### config.mk
export PLATFORM = sky130hd
export DESIGN_NAME = dual_threshold_alarm
export DESIGN_NICKNAME = d
export VERILOG_FILES = /design/src/rtl/dta_pkg.sv /design/src/rtl/dta_threshold_cmp.sv /design/src/rtl/dta_alarm_latch.sv /design/src/rtl/dta_pin_drive.sv /design/src/rtl/dual_threshold_alarm.sv
export SDC_FILE = /design/constraint.sdc
export NUM_CORES = 1
export LEC_CHECK = 0
export CAP_MARGIN = 30
export CORE_MARGIN = 4
export CORE_UTILIZATION = 30
export DETAILED_ROUTE_END_ITERATION = 8
export HOLD_SLACK_MARGIN = 0.06
export PLACE_DENSITY_LB_ADDON = 0.3
export SYNTH_ARGS = -nofsm -noshare
export SYNTH_HDL_FRONTEND = slang
export SYNTH_SLANG_ARGS = --single-unit
### constraint.sdc
create_clock -name clk -period 7.85 [get_ports clk]
set_clock_uncertainty 0.2 [all_clocks]
set_input_delay 2.355 -clock clk [delete_from_list [all_inputs] [get_ports clk]]
set_output_delay 2.355 -clock clk [all_outputs]
set_load 0.01 [all_outputs]
### src/rtl/dta_pkg.sv
package dta_pkg;

    typedef struct packed {
        logic time_en;
        logic event_en;
        logic active_high;
    } alarm_cfg_t;

    typedef struct packed {
        logic time_hit;
        logic event_hit;
    } src_vec_t;

    function automatic logic any_enabled(src_vec_t hits, alarm_cfg_t cfg);
        return (hits.time_hit & cfg.time_en) | (hits.event_hit & cfg.event_en);
    endfunction

endpackage

### src/rtl/dta_threshold_cmp.sv
module dta_threshold_cmp #(
    parameter int WIDTH = 32
) (
    input  logic             clk,
    input  logic             rst,
    input  logic [WIDTH-1:0] count,
    input  logic [WIDTH-1:0] limit,
    output logic             hit,
    output logic             flag
);
    localparam logic [WIDTH-1:0] OFF_LIMIT = '0;

    logic armed;

    always_comb begin
        armed = (limit != OFF_LIMIT);
        hit   = armed && (count >= limit);
    end

    always_ff @(posedge clk) begin
        if (rst) flag <= 1'b0;
        else     flag <= hit;
    end

    // Shared by both sources (R1 time, R2 event)
    assert_zero_disables_R3: assert property (@(posedge clk) disable iff (rst)
        (limit == OFF_LIMIT) |=> !flag);
    assert_flag_drops_R4: assert property (@(posedge clk) disable iff (rst)
        (count < limit) |=> !flag);
    assert_flag_rises_R1: assert property (@(posedge clk) disable iff (rst)
        ((count >= limit) && (limit != OFF_LIMIT)) |=> flag);

endmodule

### src/rtl/dta_alarm_latch.sv
module dta_alarm_latch (
    input  logic clk,
    input  logic rst,
    input  logic set_req,
    input  logic clear_req,
    output logic latched
);
    always_ff @(posedge clk) begin
        if (rst) latched <= 1'b0;
        else     latched <= (clear_req ? 1'b0 : latched) | set_req;
    end

    assert_set_latches_R5: assert property (@(posedge clk) disable iff (rst)
        set_req |=> latched);
    assert_holds_without_clear_R6: assert property (@(posedge clk) disable iff (rst)
        (latched && !clear_req) |=> latched);
    assert_clear_releases_R7: assert property (@(posedge clk) disable iff (rst)
        (clear_req && !set_req) |=> !latched);

endmodule

### src/rtl/dta_pin_drive.sv
module dta_pin_drive
    import dta_pkg::*;
(
    input  logic       latched,
    input  alarm_cfg_t cfg,
    output logic       oe,
    output logic       level
);
    always_comb begin
        oe    = latched;
        level = cfg.active_high;
    end
endmodule

### src/rtl/dual_threshold_alarm.sv
module dual_threshold_alarm
    import dta_pkg::*;
#(
    parameter int TIME_W  = 32,
    parameter int EVENT_W = 16
) (
    input  logic               clk,
    input  logic               rst,
    input  logic [TIME_W-1:0]  time_count,
    input  logic [TIME_W-1:0]  time_limit,
    input  logic [EVENT_W-1:0] event_count,
    input  logic [EVENT_W-1:0] event_limit,
    input  logic               time_alarm_en,
    input  logic               event_alarm_en,
    input  logic               alarm_active_high,
    input  logic               alarm_clear,
    output logic               time_flag,
    output logic               event_flag,
    output logic               alarm_oe,
    output logic               alarm_level
);
    alarm_cfg_t cfg;
    src_vec_t   hits;
    logic       set_req;
    logic       latched;

    always_comb begin
        cfg.time_en     = time_alarm_en;
        cfg.event_en    = event_alarm_en;
        cfg.active_high = alarm_active_high;
        set_req         = any_enabled(hits, cfg);
    end

    dta_threshold_cmp #(.WIDTH(TIME_W)) u_time_cmp (
        .clk   (clk),
        .rst   (rst),
        .count (time_count),
        .limit (time_limit),
        .hit   (hits.time_hit),
        .flag  (time_flag)
    );

    dta_threshold_cmp #(.WIDTH(EVENT_W)) u_event_cmp (
        .clk   (clk),
        .rst   (rst),
        .count (event_count),
        .limit (event_limit),
        .hit   (hits.event_hit),
        .flag  (event_flag)
    );

    dta_alarm_latch u_latch (
        .clk       (clk),
        .rst       (rst),
        .set_req   (set_req),
        .clear_req (alarm_clear),
        .latched   (latched)
    );

    dta_pin_drive u_drive (
        .latched (latched),
        .cfg     (cfg),
        .oe      (alarm_oe),
        .level   (alarm_level)
    );

    // a clear that meets an enabled condition leaves the pin latched
    assert_clear_relatch_R8: assert property (@(posedge clk) disable iff (rst)
        (alarm_clear && ((hits.time_hit && time_alarm_en) || (hits.event_hit && event_alarm_en)))
        |=> alarm_oe);
    // a rising drive enable needs a source that was enabled
    assert_disabled_silent_R9: assert property (@(posedge clk) disable iff (rst)
        (!alarm_oe && !(time_alarm_en && hits.time_hit) && !(event_alarm_en && hits.event_hit))
        |=> !alarm_oe);

endmodule

# Word level (Yosys, flattened, before mapping)
# Index checks and enable logic that the tools add are counted.
# totals
ff_bits	3
input_bits	102
word_cells	14
# classes
order_cmp	2
muxes	1
n_bitwise	4
n_reduce_logical	4
# op_table
op	count
$ge A32 B32 Y1	1
$reduce_bool A32 Y1	1
$ge A16 B16 Y1	1
$reduce_bool A16 Y1	1
$and A1 B1 Y1	2
$logic_and A1 B1 Y1	2
$or A1 B1 Y1	2
$mux W1	1

# Logic depth before layout (Yosys ltp)
# Gate-level depths: netlist of the first run.
# depth
word_depth	5
mapped_depth	8

# Cells and area by module
# Synthesis of the first run repeated with hierarchy kept, for this count alone.
# unflattened
cells_unflattened	195
hier_area_um2	1456.4
# modules_own_cells
mod	n_inst	cells_each	area_each_um2	seq_area_each_um2
dta_threshold_cmp (u_time_cmp)	1	124	908.4	20.0
dta_threshold_cmp (u_event_cmp)	1	64	485.5	20.0
dta_alarm_latch	1	4	38.8	20.0
dta_pin_drive	1	2	15.0	0.0
dual_threshold_alarm	1	1	8.8	0.0

# Worst setup path before layout of the first run
# OpenSTA, ideal clock, no wires.
# synth_timing
kind	input port to output port
start	input port alarm_active_high
end	output port alarm_level
arrival_ns	2.474
required_time_ns	5.295
slack_ns	2.821
cell_stages	1
n_path_buf	1
path_cell_list	buf_4
# synth_lines
element	line	text
start, declared	dual_threshold_alarm.sv:15	input logic alarm_active_high,
end, declared	dual_threshold_alarm.sv:20	output logic alarm_level
# No word-level cell between the ends.

# Final worst setup path of the first run
# layout_timing
start	input port alarm_active_high
end	output port alarm_level
# No word-level cell between the ends.

==> results.cfg, run 1 <==
[placement]
placed_cells = 344
place_congestion = 0.822
port-buffer-count = 103
dpl.hpwl_microns = 4100
dp_slack_ns = 2.94

[clock_network]
cts_setup_buffers = 0
clk_pin_slew_ns = 0.03
clkLatencyLatePin_ns = 0.21
cts-root-buf = clkbuf_8
cts_tree = built
cts_resized = 0
hold_buffers = 0
cts_inserted_buffers = 3
max-clock-path-buffers = 2
cts_sinks = 3
ctsHtreeMaxLevel = 1

[route]
detail_route.vias_per_cell = 4.80
wirelength_microns = 4450
postRouteAntennaNets = 0
num_vias = 1670
first_pass_iters = 4
drc = 0
drt_iter0_drc = 76
routedWlPerCell_microns = 12.8

[power]
cellPowerDensity_mw_per_mm2 = 68.9
vdd_drop_max_v = 0.0000467
leakage_nw = 1.21

[timing]
setup_slack_ns = 2.94
whs_ns = 0.467
fin_crit_sh = 0.625
drv_slew = 0
fin_crit_ns = 4.91
slew_headroom = 0.732
setup_viol = 0
worstMarginPinSlew_ns = 0.398
rsz0062_at_grt = false
setup_tns_ns = 0
hold_viol_final = 0
fmax_mhz = 204

[job]
maxCapViolations = 0

[outcome]
status = complete, no violations

[hold_path]
hp-class = reg2reg

[die]
fp.dieH_microns = 76.1
die-width_microns = 76.1
ioPinCount = 106
start_util = 0.315
coreArea_sq_mm = 0.00441
die_area_sq_mm = 0.00579
rows = 24

[final_layout]
final-instance-count-excl-fill = 348
syn2layout_area_growth_pct = 81.5
final_nets = 447
final_util = 0.572
drive_above_1_share = 0.0203
final_cell_mix = clkdlybuf4s50_1 (103), inv_1 (49), ha_1 (48), a21oi_1 (17), nor4_1 (12)
multi_input_area_sq_mm = 0.00114
num_antenna_cells = 0
num-fill-cells = 432
layout.area.seq_sq_um = 60.1
final_common_cell = clkdlybuf4s50_1

[synth]
syn_area_sq_mm = 0.00139
async_flop_share = 0
synth_edf_count = 0
synthCells = 190
synth.area.top_cells = ha_1 (43%), inv_1 (13%), a21oi_1 (6.1%)
synth_seq_cells = 3
synth_area_per_cell_sq_um = 7.32
synth_top_cell_area_share = 0.432
synthFlopType = dfxtp_1
ys_warn_count = 0
syn_nets = 340
synth_cell_types = 31
synth_top_area_cell = ha_1
ys_seq_area_frac = 0.0432

[global_routing]
antenna_found_initial = 0
grtUsageTotal = 0.149
grt-ovfl-total = 0
grt_pass1_wl_microns = 7440
grt_pass1_vias = 1664
grt_max_degree = 5

[critical_path]
crit_path_end_kind = primary output
cp-start-kind = input port
crit_arrival_ns = 2.36
path_max_fanout = 1
crit_type = in2out
critPathRequiredTime_ns = 5.30
flip-flops by register name, indices dropped and copies added (netlist names):
name              cells
u_event_cmp.flag      1
u_latch.latched       1
u_time_cmp.flag       1
logic make-up after synthesis:
logic type | synth area share
buf+inv | 0.138
flops | 0.0432
fa+ha+maj | 0.432
simple gates | 0.212
compound gates | 0.175
worst register-to-register path, stage by stage, from the launching register on:
cell,delay (ns)
dfxtp_1,0.30
nor3b_1,0.13
a221o_1,0.25
layout make-up:
cell class | count | area share
Sequential cell | 3 | 0.0238
Timing Repair Buffer | 103 | 0.408
Clock buffer | 4 | 0.0178
Tap cell | 52 | 0.0258
Inverter | 49 | 0.0728
Multi-Input combinational cell | 137 | 0.451
synth_stat cells (all sizes together) (2+ instances only):
cell / n
nor2: 6
o21a: 2
a21oi: 17
nand4: 11
nor3: 3
nand3: 3
dfxtp: 3
nand2: 9
a211oi: 3
o21ai: 6
inv: 49
ha: 48
nand2b: 3
nor4: 12
path summary, 6_finish.rpt:
check        slack (ns)  depth (start not counted)                        from                         end
max                2.94                          0           alarm_active_high                 alarm_level
max reg2reg        6.86                          2  u_latch.latched$_SDFF_PP0_  u_latch.latched$_SDFF_PP0_
min reg2reg        0.47                          2  u_latch.latched$_SDFF_PP0_  u_latch.latched$_SDFF_PP0_
min                0.47                          2  u_latch.latched$_SDFF_PP0_  u_latch.latched$_SDFF_PP0_
where the power goes:
part           internal (mW)  switching (mW)  leakage (nW)
Sequential            0.0169        0.000508        0.0249
Clock                 0.0345         0.00923        0.0228
Combinational         0.0722          0.0406          1.16
metrics by stage:
step	total power, mW	area [sq um]
5_1_grt	0.192	2520
4_1_cts	0.177	2520
3_5_place_dp	0.131	2480
2_1_floorplan	0.0638	1390
6_report	0.174	2520
3_3_place_gp	0.129	2480
layer usage:
layer	track usage	vias to the layer above	share of wire
met2	0.241	75	0.44
met3	0.0650	0	0.12
met5	0	-	0
met4	0.0157	0	0
li1	-	898	-
met1	0.190	697	0.44
Note: power is estimated with default switching activity, not from simulation.
==> run 2, diff against run 1 <==
==> constraint.sdc (replaced) <==
create_clock -name clk -period 5.1 [get_ports clk]
set_clock_uncertainty 0.2 [all_clocks]
set_input_delay 1.53 -clock clk [delete_from_list [all_inputs] [get_ports clk]]
set_output_delay 1.53 -clock clk [all_outputs]
set_load 0.01 [all_outputs]
==> results.cfg, run 2 (synthesis results as in run 1) <==
[outcome]
status = complete, no violations

[critical_path]
cp_slowest_cell = clkdlybuf4s50_1
crit_start = time_limit[30]
crit_type = in2reg
critPathRequiredTime_ns = 5.00
path_max_fanout = 3
crit_path_end_kind = flip-flop
crit_path_end = u_latch.latched$_SDFF_PP0_
cp-start-kind = input port
timing.rr.end = u_latch.latched$_SDFF_PP0_
path_cells = clkdlybuf4s50_1 > inv_1 > ha_1 > a21oi_1 > nand2_1 > a221oi_1 > o41ai_1 > o31a_1 > a221o_1
slowest_delay_ns = 0.50
rr_startpoint = u_latch.latched$_SDFF_PP0_
reg2reg_slack_ns = 4.11
crit_arrival_ns = 3.67
reg2regPathDepth = 2

[die]
die-width_microns = 76.1
ioPinCount = 106
coreArea_sq_mm = 0.00441
fp.dieH_microns = 76.1
start_util = 0.315
die_area_sq_mm = 0.00579
rows = 24

[placement]
place_congestion = 0.783
port-buffer-count = 103
dp_slack_ns = 1.13
dpl.hpwl_microns = 4130
placed_cells = 344

[job]
maxCapViolations = 0

[final_layout]
final_nets = 447
final-instance-count-excl-fill = 348
final_common_cell = clkdlybuf4s50_1
num-fill-cells = 436
drive_above_1_share = 0.0203
syn2layout_area_growth_pct = 81.5
num_antenna_cells = 0
largestRegisters = u_event_cmp.flag x1, u_latch.latched x1, u_time_cmp.flag x1
final_cell_mix = clkdlybuf4s50_1 (103), inv_1 (49), ha_1 (48), a21oi_1 (17), nor4_1 (12)

[clock_network]
cts_sinks = 3
cts_inserted_buffers = 3
cts-root-buf = clkbuf_8
clkLatencyLatePin_ns = 0.21
cts_resized = 0
max-clock-path-buffers = 2
cts_setup_buffers = 0
clk_pin_slew_ns = 0.03
ctsHtreeMaxLevel = 1
cts_tree = built
hold_buffers = 0

[timing]
fmax_mhz = 265
setup_tns_ns = 0
setup_viol = 0
fin_crit_sh = 0.740
fin_crit_ns = 3.77
hold_viol_final = 0
setup_slack_ns = 1.33
slew_headroom = 0.736
rsz0062_at_grt = false
worstMarginPinSlew_ns = 0.393
drv_slew = 0

[route]
drt_iter0_drc = 60
routedWlPerCell_microns = 12.7
wirelength_microns = 4440
postRouteAntennaNets = 0
drc = 0
num_vias = 1681
detail_route.vias_per_cell = 4.83
first_pass_iters = 4

[global_routing]
grt_pass1_vias = 1635
grtUsageTotal = 0.147
grt-ovfl-total = 0
grt_max_degree = 5
antenna_found_initial = 0
grt_pass1_wl_microns = 7360

[power]
vdd_drop_max_v = 0.0000963
cellPowerDensity_mw_per_mm2 = 106
leakage_nw = 1.21

[hold_path]
hp-class = reg2reg
[run 2: routing by layer]
layer,GRT usage,wire [microns]
met1,0.200,2010
met2,0.235,1930
met3,0.0520,496
met4,0.00524,0
met5,0,0
[run 2: how the worst min path moves through the flow]
stage / slack, ns / depth (start not counted) / end / start
after floorplan: 0.48 / 2 / u_latch.latched$_SDFF_PP0_ / u_latch.latched$_SDFF_PP0_
after detailed placement: 0.46 / 2 / u_latch.latched$_SDFF_PP0_ / u_latch.latched$_SDFF_PP0_
after CTS: 0.47 / 2 / u_latch.latched$_SDFF_PP0_ / u_latch.latched$_SDFF_PP0_
after global placement: 0.45 / 2 / u_latch.latched$_SDFF_PP0_ / u_latch.latched$_SDFF_PP0_
final: 0.46 / 2 / u_latch.latched$_SDFF_PP0_ / u_latch.latched$_SDFF_PP0_
after global routing: 0.55 / 2 / u_latch.latched$_SDFF_PP0_ / u_latch.latched$_SDFF_PP0_
[run 2: worst max-delay path: cells and delay by family]
kind | cells | cell delay (ns)
buffers and inverters | 2 | 0.55
AOI/OAI and AO/OA | 5 | 1.23
adders and majority gates | 1 | 0.30
and+or+nand+nor | 1 | 0.07
[run 2: through the flow]
stage                     total power, mW  hold slack [ns]   util  cell area [sq um]
final                               0.268            0.457  0.572               2520
after global routing                0.295            0.551  0.572               2520
after CTS                           0.273            0.475  0.572               2520
after detailed placement            0.202            0.464  0.562               2480
after global placement              0.199            0.452  0.562               2480
after floorplan                    0.0982            0.477      -               1390
[run 2: area by class of cell]
type                            instances  area, sq um  area share
Clock buffer                            4         45.0      0.0178
Multi-Input combinational cell        137         1140       0.451
Inverter                               49          184      0.0728
Sequential cell                         3         60.1      0.0238
Tap cell                               52         65.1      0.0258
Timing Repair Buffer                  103         1030       0.408
[run 2: report_power, final]
group          internal [mW]  switching, mW
Sequential            0.0260       0.000798
Clock                 0.0532         0.0141
Combinational          0.111         0.0629
